File: src/rtl/irq_agg_pkg.sv
package irq_agg_pkg;
  localparam int unsigned ADR_CPU_FLAGS = 0;
  localparam int unsigned ADR_VEC_EN    = 1;

  // Position of vector v's pending flag inside the CPU flag register.
  function automatic int unsigned pend_pos(input int unsigned v);
    return 2 * v + 1;
  endfunction

  function automatic int unsigned mflag_adr(input int unsigned v);
    return 2 + 2 * v;
  endfunction

  function automatic int unsigned men_adr(input int unsigned v);
    return 3 + 2 * v;
  endfunction
endpackage

File: src/rtl/irq_mod_bank.sv
module irq_mod_bank #(
  parameter int MOD_W = 8
) (
  input  logic             clk,
  input  logic             rst,
  input  logic [MOD_W-1:0] evt,
  input  logic             wr_flag,
  input  logic             wr_en,
  input  logic [MOD_W-1:0] wdata,
  output logic [MOD_W-1:0] flag_q,
  output logic [MOD_W-1:0] en_q,
  output logic             set_req
);
  logic [MOD_W-1:0] clr_mask;
  logic [MOD_W-1:0] flag_d;
  logic             clear_hit;

  always_comb begin
    clr_mask  = wr_flag ? ~wdata : '0;
    // Event beats a same-cycle clear on the same bit.
    flag_d    = (flag_q & ~clr_mask) | evt;
    clear_hit = |(flag_q & clr_mask);
    set_req   = (|(evt & en_q)) | (clear_hit & (|(flag_d & en_q)));
  end

  always_ff @(posedge clk) begin
    if (rst) begin
      flag_q <= '0;
      en_q   <= '0;
    end else begin
      flag_q <= flag_d;
      if (wr_en) en_q <= wdata;
    end
  end
endmodule

File: src/rtl/irq_cpu_flags.sv
module irq_cpu_flags #(
  parameter int NUM_VEC = 4,
  parameter int VEC_W   = 2
) (
  input  logic               clk,
  input  logic               rst,
  input  logic [NUM_VEC-1:0] set_req,
  input  logic               ack_valid,
  input  logic [VEC_W-1:0]   ack_vec,
  input  logic               sw_we,
  input  logic [NUM_VEC-1:0] sw_val,
  input  logic               ven_we,
  input  logic [NUM_VEC-1:0] ven_val,
  output logic [NUM_VEC-1:0] flag_q,
  output logic [NUM_VEC-1:0] ven_q,
  output logic [NUM_VEC-1:0] irq_q
);
  logic [NUM_VEC-1:0] flag_d;
  logic [NUM_VEC-1:0] ven_d;

  always_comb begin
    ven_d = ven_we ? ven_val : ven_q;
    for (int v = 0; v < NUM_VEC; v++) begin
      flag_d[v] = flag_q[v];
      if (sw_we) flag_d[v] = sw_val[v];
      if (ack_valid && ack_vec == VEC_W'(v)) flag_d[v] = 1'b0;
      if (set_req[v]) flag_d[v] = 1'b1;
    end
  end

  always_ff @(posedge clk) begin
    if (rst) begin
      flag_q <= '0;
      ven_q  <= '0;
      irq_q  <= '0;
    end else begin
      flag_q <= flag_d;
      ven_q  <= ven_d;
      irq_q  <= flag_d & ven_d;
    end
  end
endmodule

File: src/rtl/irq_reg_read.sv
module irq_reg_read #(
  parameter int NUM_VEC = 4,
  parameter int MOD_W   = 8,
  parameter int DATA_W  = 8,
  parameter int ADDR_W  = 4
) (
  input  logic                     clk,
  input  logic                     rst,
  input  logic [ADDR_W-1:0]        addr,
  input  logic [DATA_W-1:0]        cpu_img,
  input  logic [NUM_VEC-1:0]       ven_q,
  input  logic [NUM_VEC*MOD_W-1:0] mflag,
  input  logic [NUM_VEC*MOD_W-1:0] men,
  output logic [DATA_W-1:0]        rdata
);
  import irq_agg_pkg::*;
  logic [DATA_W-1:0] rd_d;

  always_comb begin
    rd_d = '0;
    if (addr == ADDR_W'(ADR_CPU_FLAGS)) rd_d = cpu_img;
    if (addr == ADDR_W'(ADR_VEC_EN))    rd_d = DATA_W'(ven_q);
    for (int v = 0; v < NUM_VEC; v++) begin
      if (addr == ADDR_W'(mflag_adr(v))) rd_d = DATA_W'(mflag[v*MOD_W +: MOD_W]);
      if (addr == ADDR_W'(men_adr(v)))   rd_d = DATA_W'(men[v*MOD_W +: MOD_W]);
    end
  end

  always_ff @(posedge clk) begin
    if (rst) rdata <= '0;
    else     rdata <= rd_d;
  end
endmodule

File: src/rtl/irq_flag_agg.sv
module irq_flag_agg #(
  parameter int NUM_VEC  = 4,
  parameter int MOD_W    = 8,
  parameter int DATA_W   = 8,
  parameter int ADDR_W   = 4,
  parameter int RSV_ONES = 2,
  localparam int VEC_W   = (NUM_VEC > 1) ? $clog2(NUM_VEC) : 1
) (
  input  logic                     clk,
  input  logic                     rst,
  input  logic [NUM_VEC*MOD_W-1:0] mod_evt,
  input  logic                     reg_we,
  input  logic [ADDR_W-1:0]        reg_addr,
  input  logic [DATA_W-1:0]        reg_wdata,
  output logic [DATA_W-1:0]        reg_rdata,
  input  logic                     ack_valid,
  input  logic [VEC_W-1:0]         ack_vec,
  output logic [NUM_VEC-1:0]       irq
);
  import irq_agg_pkg::*;

  logic [NUM_VEC*MOD_W-1:0] mod_flag_flat;
  logic [NUM_VEC*MOD_W-1:0] mod_en_flat;
  logic [NUM_VEC-1:0]       set_req;
  logic [NUM_VEC-1:0]       cpu_flag_q;
  logic [NUM_VEC-1:0]       ven_q;
  logic [NUM_VEC-1:0]       sw_val;
  logic [DATA_W-1:0]        cpu_img;
  logic                     cpu_we;
  logic                     ven_we;

  assign cpu_we = reg_we && (reg_addr == ADDR_W'(ADR_CPU_FLAGS));
  assign ven_we = reg_we && (reg_addr == ADDR_W'(ADR_VEC_EN));

  for (genvar v = 0; v < NUM_VEC; v++) begin : g_bank
    logic wr_flag, wr_en;
    assign wr_flag   = reg_we && (reg_addr == ADDR_W'(mflag_adr(v)));
    assign wr_en     = reg_we && (reg_addr == ADDR_W'(men_adr(v)));
    assign sw_val[v] = reg_wdata[pend_pos(v)];

    irq_mod_bank #(.MOD_W(MOD_W)) u_bank (
      .clk     (clk),
      .rst     (rst),
      .evt     (mod_evt[v*MOD_W +: MOD_W]),
      .wr_flag (wr_flag),
      .wr_en   (wr_en),
      .wdata   (reg_wdata[MOD_W-1:0]),
      .flag_q  (mod_flag_flat[v*MOD_W +: MOD_W]),
      .en_q    (mod_en_flat[v*MOD_W +: MOD_W]),
      .set_req (set_req[v])
    );
  end

  // CPU flag image: odd bits carry pending flags, low even bits are fixed 1.
  for (genvar b = 0; b < DATA_W; b++) begin : g_img
    if ((b % 2 == 1) && ((b - 1) / 2 < NUM_VEC)) begin : g_pend
      assign cpu_img[b] = cpu_flag_q[(b - 1) / 2];
    end else if ((b % 2 == 0) && (b / 2 < RSV_ONES)) begin : g_one
      assign cpu_img[b] = 1'b1;
    end else begin : g_zero
      assign cpu_img[b] = 1'b0;
    end
  end

  irq_cpu_flags #(.NUM_VEC(NUM_VEC), .VEC_W(VEC_W)) u_cpu (
    .clk       (clk),
    .rst       (rst),
    .set_req   (set_req),
    .ack_valid (ack_valid),
    .ack_vec   (ack_vec),
    .sw_we     (cpu_we),
    .sw_val    (sw_val),
    .ven_we    (ven_we),
    .ven_val   (reg_wdata[NUM_VEC-1:0]),
    .flag_q    (cpu_flag_q),
    .ven_q     (ven_q),
    .irq_q     (irq)
  );

  irq_reg_read #(.NUM_VEC(NUM_VEC), .MOD_W(MOD_W), .DATA_W(DATA_W), .ADDR_W(ADDR_W)) u_rd (
    .clk     (clk),
    .rst     (rst),
    .addr    (reg_addr),
    .cpu_img (cpu_img),
    .ven_q   (ven_q),
    .mflag   (mod_flag_flat),
    .men     (mod_en_flat),
    .rdata   (reg_rdata)
  );
endmodule

File: config.mk
export PLATFORM = sky130hd
export DESIGN_NAME = irq_flag_agg
export DESIGN_NICKNAME = d
export VERILOG_FILES = /design/src/rtl/irq_agg_pkg.sv /design/src/rtl/irq_mod_bank.sv /design/src/rtl/irq_cpu_flags.sv /design/src/rtl/irq_reg_read.sv /design/src/rtl/irq_flag_agg.sv
export SDC_FILE = /design/constraint.sdc
export NUM_CORES = 1
export LEC_CHECK = 0
export BUFFER_PORTS_ARGS = -buffer_cell sky130_fd_sc_hd__buf_2
export CORE_ASPECT_RATIO = 1.75
export CORE_MARGIN = 2
export CORE_UTILIZATION = 30
export CTS_BUF_LIST = sky130_fd_sc_hd__clkbuf_8 sky130_fd_sc_hd__clkbuf_16
export CTS_CLUSTER_DIAMETER = 120
export DETAILED_ROUTE_END_ITERATION = 10
export HOLD_SLACK_MARGIN = 0.02
export SYNTH_ARGS = -nofsm -noshare
export SYNTH_HDL_FRONTEND = slang
export SYNTH_SLANG_ARGS = --single-unit
File: constraint.sdc
create_clock -name clk -period 2.25 [get_ports clk]
set_input_delay 0.1125 -clock clk [delete_from_list [all_inputs] [get_ports clk]]
set_output_delay 0.1125 -clock clk [all_outputs]
set_load 0.03 [all_outputs]
==> results of run 1 <==
## routing by layer
metal	vias to the layer above	GRT usage	wire length [um]
li1	2269	-	-
met1	2342	0.2187	6421
met2	205	0.3722	9228
met3	62	0.03554	969
met4	0	0.1310	1012
met5	-	0	0
## cells by family (layout without fill, tap and decap cells)
family | Yosys count | in the layout | share of synthesized area
buf+inv | 54 | 106 | 0.05262
compound gates | 175 | 175 | 0.2312
mux | 58 | 58 | 0.1330
flops | 84 | 84 | 0.3518
simple gates | 221 | 221 | 0.2314
## sequential cells by signal, summed over array words and instances, names as in the netlist
register	cells
g_bank.u_bank.flag_q	32
g_bank.u_bank.en_q	32
u_cpu.irq_q	4
u_cpu.ven_q	4
u_rd.rdata	8
u_cpu.flag_q	4
## power groups by stage
stage | logic (uW) | registers [uW] | clock network (uW)
CTS | 523 | 1610 | 1500
global route | 571 | 1620 | 1550
finish | 533 | 1610 | 1480
floorplan | 302 | 1640 | 0
global placement | 517 | 1640 | 0
detailed placement | 521 | 1640 | 0
## metrics by stage
stage               std cells  hold WS [ns]  cell area, um2
global placement          818        0.3655            5294
floorplan                 592        0.2299            4780
detailed placement        818        0.3769            5294
CTS                       833       0.02086            5587
finish                    833       0.02472            5587
global route              833       0.03569            5587
## cell usage in the layout (no fill, tap or decap), types with 14 or more instances in the layout
master,instances
o21ai_0,32
a31oi_1,21
buf_2,61
mux2i_1,50
nor2_1,101
dfxtp_1,84
a22oi_1,18
or3_1,14
nand3_1,27
buf_4,21
a21oi_1,52
nor2b_1,19
## critical path, stage by stage
cell and delay, ns:
buf_2 0.12, buf_4 0.17, nor2_1 0.46, a31oi_1 0.17, or4_1 0.56, o31ai_2 0.22, a21oi_1 0.10
## layout make-up
cell class                 instances  area (um2)  area share
clock buffer                      10       239.0     0.04278
timing repair buffer              84       503.0     0.09003
inverter                           7       26.28    0.004703
clock inverter                     5       53.80    0.009630
sequential                        84        1682      0.3010
multi-input combinational        454        2846      0.5095
tap                              189       236.5     0.04233
## path summary, 6_finish.rpt
| check | from | to | slack [ns] | cells after the start |
|---|---|---|---|---|
| worst max-delay path | reg_addr[3] | u_cpu.flag_q[0]$_SDFF_PP0_ | 0.53 | 7 |
| worst min-delay path | mod_evt[8] | g_bank[1].u_bank.flag_q[0]$_SDFF_PP0_ | 0.02 | 3 |
| worst max register to register | g_bank[0].u_bank.flag_q[2]$_SDFF_PP0_ | u_cpu.flag_q[0]$_SDFF_PP0_ | 0.58 | 5 |
| worst min register to register | g_bank[2].u_bank.flag_q[0]$_SDFF_PP0_ | g_bank[2].u_bank.flag_q[0]$_SDFF_PP0_ | 0.54 | 2 |
==> impl_metrics.yaml, run 1 <==
global_routing:
  grt-ovfl-total: 0
  grt_pass1_vias: 4660
  grt_usage: 0.2065
  grt_max_degree: 34
  grt_pass1_wl_um: 26630
  antenna_found_initial: 0
timing:
  finalMaxSlewViolations: 0
  max_slew_margin: 0.5103
  rsz0062_at_grt: "no"
  min_period_ns: 1.719
  setup_viol: 0
  fmax_mhz: 581.8
  hold_viol_final: 0
  worst_slack_ns: 0.5312
  worst_slew_pin_slew_ns: 0.7345
  final.setup_skew_ns: 0.009282
  tns_ns: 0
  final.period_utilization: 0.7639
cells_and_area:
  final_util: 0.3553
  drive_gt1_frac: 0.1755
  fillers: 1661
  area_growth_pct: 16.88
  layout.nets: 690
  insertedDiodeCount: 0
synth:
  synth_cell_type_count: 54
  synthTopCellsByCount: "nor2_1, dfxtp_1, a21oi_1"
  yosysSeqAreaShare: 0.3518
  synth-main-ff-cell: "dfxtp_1"
  synth_top_area_cell: "dfxtp_1"
  synth_edf_count: 0
  synth-async-reset-ratio: 0
  yosysMostFrequentCell: "nor2_1"
  syn_avg_cell_area_um2: 8.074
  postSynthCellCount: 592
  synth-seq-cells: 84
  synth.area.top_cells: "dfxtp_1, mux2i_1, nor2_1"
  netlist.area_leader.share: 0.3518
  ys_warn_count: 0
  netlist_area_mm2: 0.004780
  syn-num-nets: 642
routing:
  num_vias: 4878
  drt_drc_violations_left: 0
  viasPerCell: 5.856
  antenna_left: 0
  wl_um: 17630
  drtIter0Drc: 374
  firstDrtPassIters: 5
  wl_per_cell_um: 21.17
power_and_ir_drop:
  power.internal_uw: 2618
  power_switching_uw: 1012
  clkPwrFrac: 0.409
  ir_drop_v: 0.0002581
  p_comb_frac: 0.147
  p_leak_uw: 0.002182
  power_frac_seq: 0.445
  total_power_uw: 3630
  swShare: 0.2788
  p_per_area_mw_per_mm2: 649.8
place:
  hpwlAfterDp_um: 13130
  port_buffers: 61
  gp_congestion: 0.9376
  post-place-ws_ns: 0.2175
status:
  outcome: "completed"
setup_path:
  crit_required_ns: 2.44
  crit_fanout: 15
  worstPathArrival_ns: 1.91
  critical_path_class: "input port to register"
  crit_path_end_kind: "register"
  crit_path_start_kind: "input port"
floorplan:
  core_mm2: 0.01572
  fp-row-count: 61
  dieArea_mm2: 0.01700
  die_h_um: 171.0
  die_w_um: 99.42
  floorplan.initialDensity: 0.3040
  io_pins: 62
cts:
  cts_buffers: 9
  clock_latency_ns: 0.35
  postCtsSetupRepairBufs: 0
  cts-resized-gates: 0
  clock_sinks: 84
  cts_buffer_depth: 2
  root_buffer: "clkbuf_16"
  holdBufCountCts: 0
  clk_pin_slew_worst_paths_ns: 0.06
  h-tree-depth: 3
  cts_tree: "built"
job:
  cap_violations: 0
hold_path:
  hold_path.class: "input port to register"
(Power assumes the default switching activity.)
==> run 2: changes to the inputs <==
Clock period 2.25 ns to 1.8 ns, I/O delays scaled along.
==> impl_metrics.yaml, run 2 (synthesis gave the netlist of run 1 again) <==
setup_path:
  reg2regPathDepth: 5
  crit_path_end_kind: "register"
  worstPathArrival_ns: 2.00
  crit_fanout: 4
  reg2reg_slack_ns: 0.13
  crit_path_start_kind: "input port"
  r2r_start: "g_bank[1].u_bank.flag_q[1]$_SDFF_PP0_"
  worst_r2r_endpoint: "u_cpu.flag_q[1]$_SDFF_PP0_"
  crit_required_ns: 2.02
  critical_path_class: "input port to register"
global_routing:
  grt-ovfl-total: 0
  grt_pass1_wl_um: 28100
  grt_pass1_vias: 5082
  antenna_found_initial: 0
  grt_max_degree: 35
  grt_usage: 0.2183
cts:
  clock_latency_ns: 0.35
  cts_buffer_depth: 2
  clk_pin_slew_worst_paths_ns: 0.06
  postCtsSetupRepairBufs: 0
  h-tree-depth: 3
  clock_sinks: 84
  cts_buffers: 9
  root_buffer: "clkbuf_16"
  cts_tree: "built"
routing:
  num_vias: 5104
  drtIter0Drc: 405
  viasPerCell: 5.767
  wl_um: 18510
  drt_drc_violations_left: 0
  dr_wl_met2_um: 9571
  firstDrtPassIters: 5
  wl_per_cell_um: 20.92
  antenna_left: 0
  top_layer_used: "met4"
  wl_met1_um: 6782
  dr_wl_met3_um: 921
cells_and_area:
  drive_gt1_frac: 0.2144
  reg_top3: "g_bank.u_bank.en_q: 32 flops, g_bank.u_bank.flag_q: 32 flops, u_rd.rdata: 8 flops"
  area_growth_pct: 26.34
  final_util: 0.3841
  fillers: 1663
  seqCellArea_mm2: 0.001682
  layout.nets: 740
  fin_cells: 885
  mostFrequentLayoutCell: "nor2_1"
  multiInputGateArea_mm2: 0.002846
  layout_common_cells: "nor2_1, dfxtp_1, buf_2"
floorplan:
  dieArea_mm2: 0.01700
  die_h_um: 171.0
  floorplan.initialDensity: 0.3040
  core_mm2: 0.01572
  fp-row-count: 61
  die_w_um: 99.42
  io_pins: 62
timing:
  whs_ns: 0.02257
  hold_viol_final: 0
  rsz0062_at_grt: "no"
  worst_slack_ns: 0.02787
  worst_slew_pin_slew_ns: 0.5260
  setup_viol: 0
  fmax_mhz: 564.3
  final.setup_skew_ns: 0.008635
  final.period_utilization: 0.9845
  finalMaxSlewViolations: 0
  max_slew_margin: 0.6403
  min_period_ns: 1.772
status:
  outcome: "completed"
power_and_ir_drop:
  clkPwrFrac: 0.420
  power.internal_uw: 3484
  power_frac_seq: 0.421
  p_comb_frac: 0.159
  ir_drop_v: 0.0005112
  power_switching_uw: 1297
  p_per_area_mw_per_mm2: 791.8
  p_leak_uw: 0.002436
  swShare: 0.2713
place:
  dp.cells: 854
  gp_congestion: 1.013
  port_buffers: 61
  post-place-ws_ns: -0.03055
  hpwlAfterDp_um: 14010
hold_path:
  min_path_cells: 3
  hold_path.class: "input port to register"
  hold_end: "g_bank[3].u_bank.flag_q[4]$_SDFF_PP0_"
  hp-start: "mod_evt[28]"
job:
  cap_violations: 0
run 2: cell count changes in the layout (fill, tap and decap cells not counted), sizes merged:
| cell | previous run | this run |
|---|---|---|
| dlygate4sd3 | 0 | 14 |
| diode | 0 | 1 |
| buf | 84 | 120 |
| inv | 8 | 9 |
| clkinvlp | 2 | 1 |
| bufinv | 1 | 2 |
run 2: power by group through the flow:
stage / Clock, uW / Sequential, uW / Combinational, uW
6_report: 2010 / 2010 / 762
5_1_grt: 2120 / 2020 / 814
4_1_cts: 2040 / 2010 / 749
3_5_place_dp: 0 / 2050 / 722
3_3_place_gp: 0 / 2050 / 719
2_1_floorplan: 0 / 2050 / 377
run 2: how the worst max path moves through the flow:
stage | cells after the start | from | end
after floorplan | 8 | reg_addr[0] | u_cpu.flag_q[3]$_SDFF_PP0_
after global placement | 7 | reg_addr[0] | u_cpu.flag_q[3]$_SDFF_PP0_
after detailed placement | 7 | reg_addr[0] | u_cpu.flag_q[3]$_SDFF_PP0_
after CTS | 7 | mod_evt[13] | u_cpu.flag_q[1]$_SDFF_PP0_
after global routing | 7 | mod_evt[13] | u_cpu.flag_q[1]$_SDFF_PP0_
final | 7 | mod_evt[13] | u_cpu.flag_q[1]$_SDFF_PP0_
run 2: critical path: stages:
cell and delay (ns):
dlygate4sd3_1 0.53, buf_2 0.15, o21ai_0 0.22, a31oi_1 0.07, or4_1 0.55, o31ai_2 0.29, a21oi_1 0.10
run 2: area by class of cell:
class                   count  share of cell area
diodes                      1           0.0004144
multi-input cells         454              0.4714
well taps                 189             0.03916
inverters                   7            0.004351
clock inverters             6             0.01326
clock buffers              10             0.03958
repair buffers            134              0.1533
flip-flops and latches     84              0.2785
run 2: per-stage QoR:
stage / area [um2] / power, uW / TNS, ns
finish: 6038 / 4781 / 0
global route: 6036 / 4957 / 0
CTS: 6036 / 4797 / 0
detailed placement: 5577 / 2773 / -0.03290
global placement: 5577 / 2771 / 0
floorplan: 4780 / 2424 / 0
run 2: timing repair:
item | in CTS | in global routing
endpoints found under the hold margin | 14 | 0
hold buffers | 14 | 0
resized for setup | 0 | 0
run 2: metal layers:
metal | track usage | vias up
li1 | - | 2375
met1 | 0.2247 | 2427
met2 | 0.3922 | 217
met3 | 0.04167 | 85
met4 | 0.1501 | 0
met5 | 0 | -
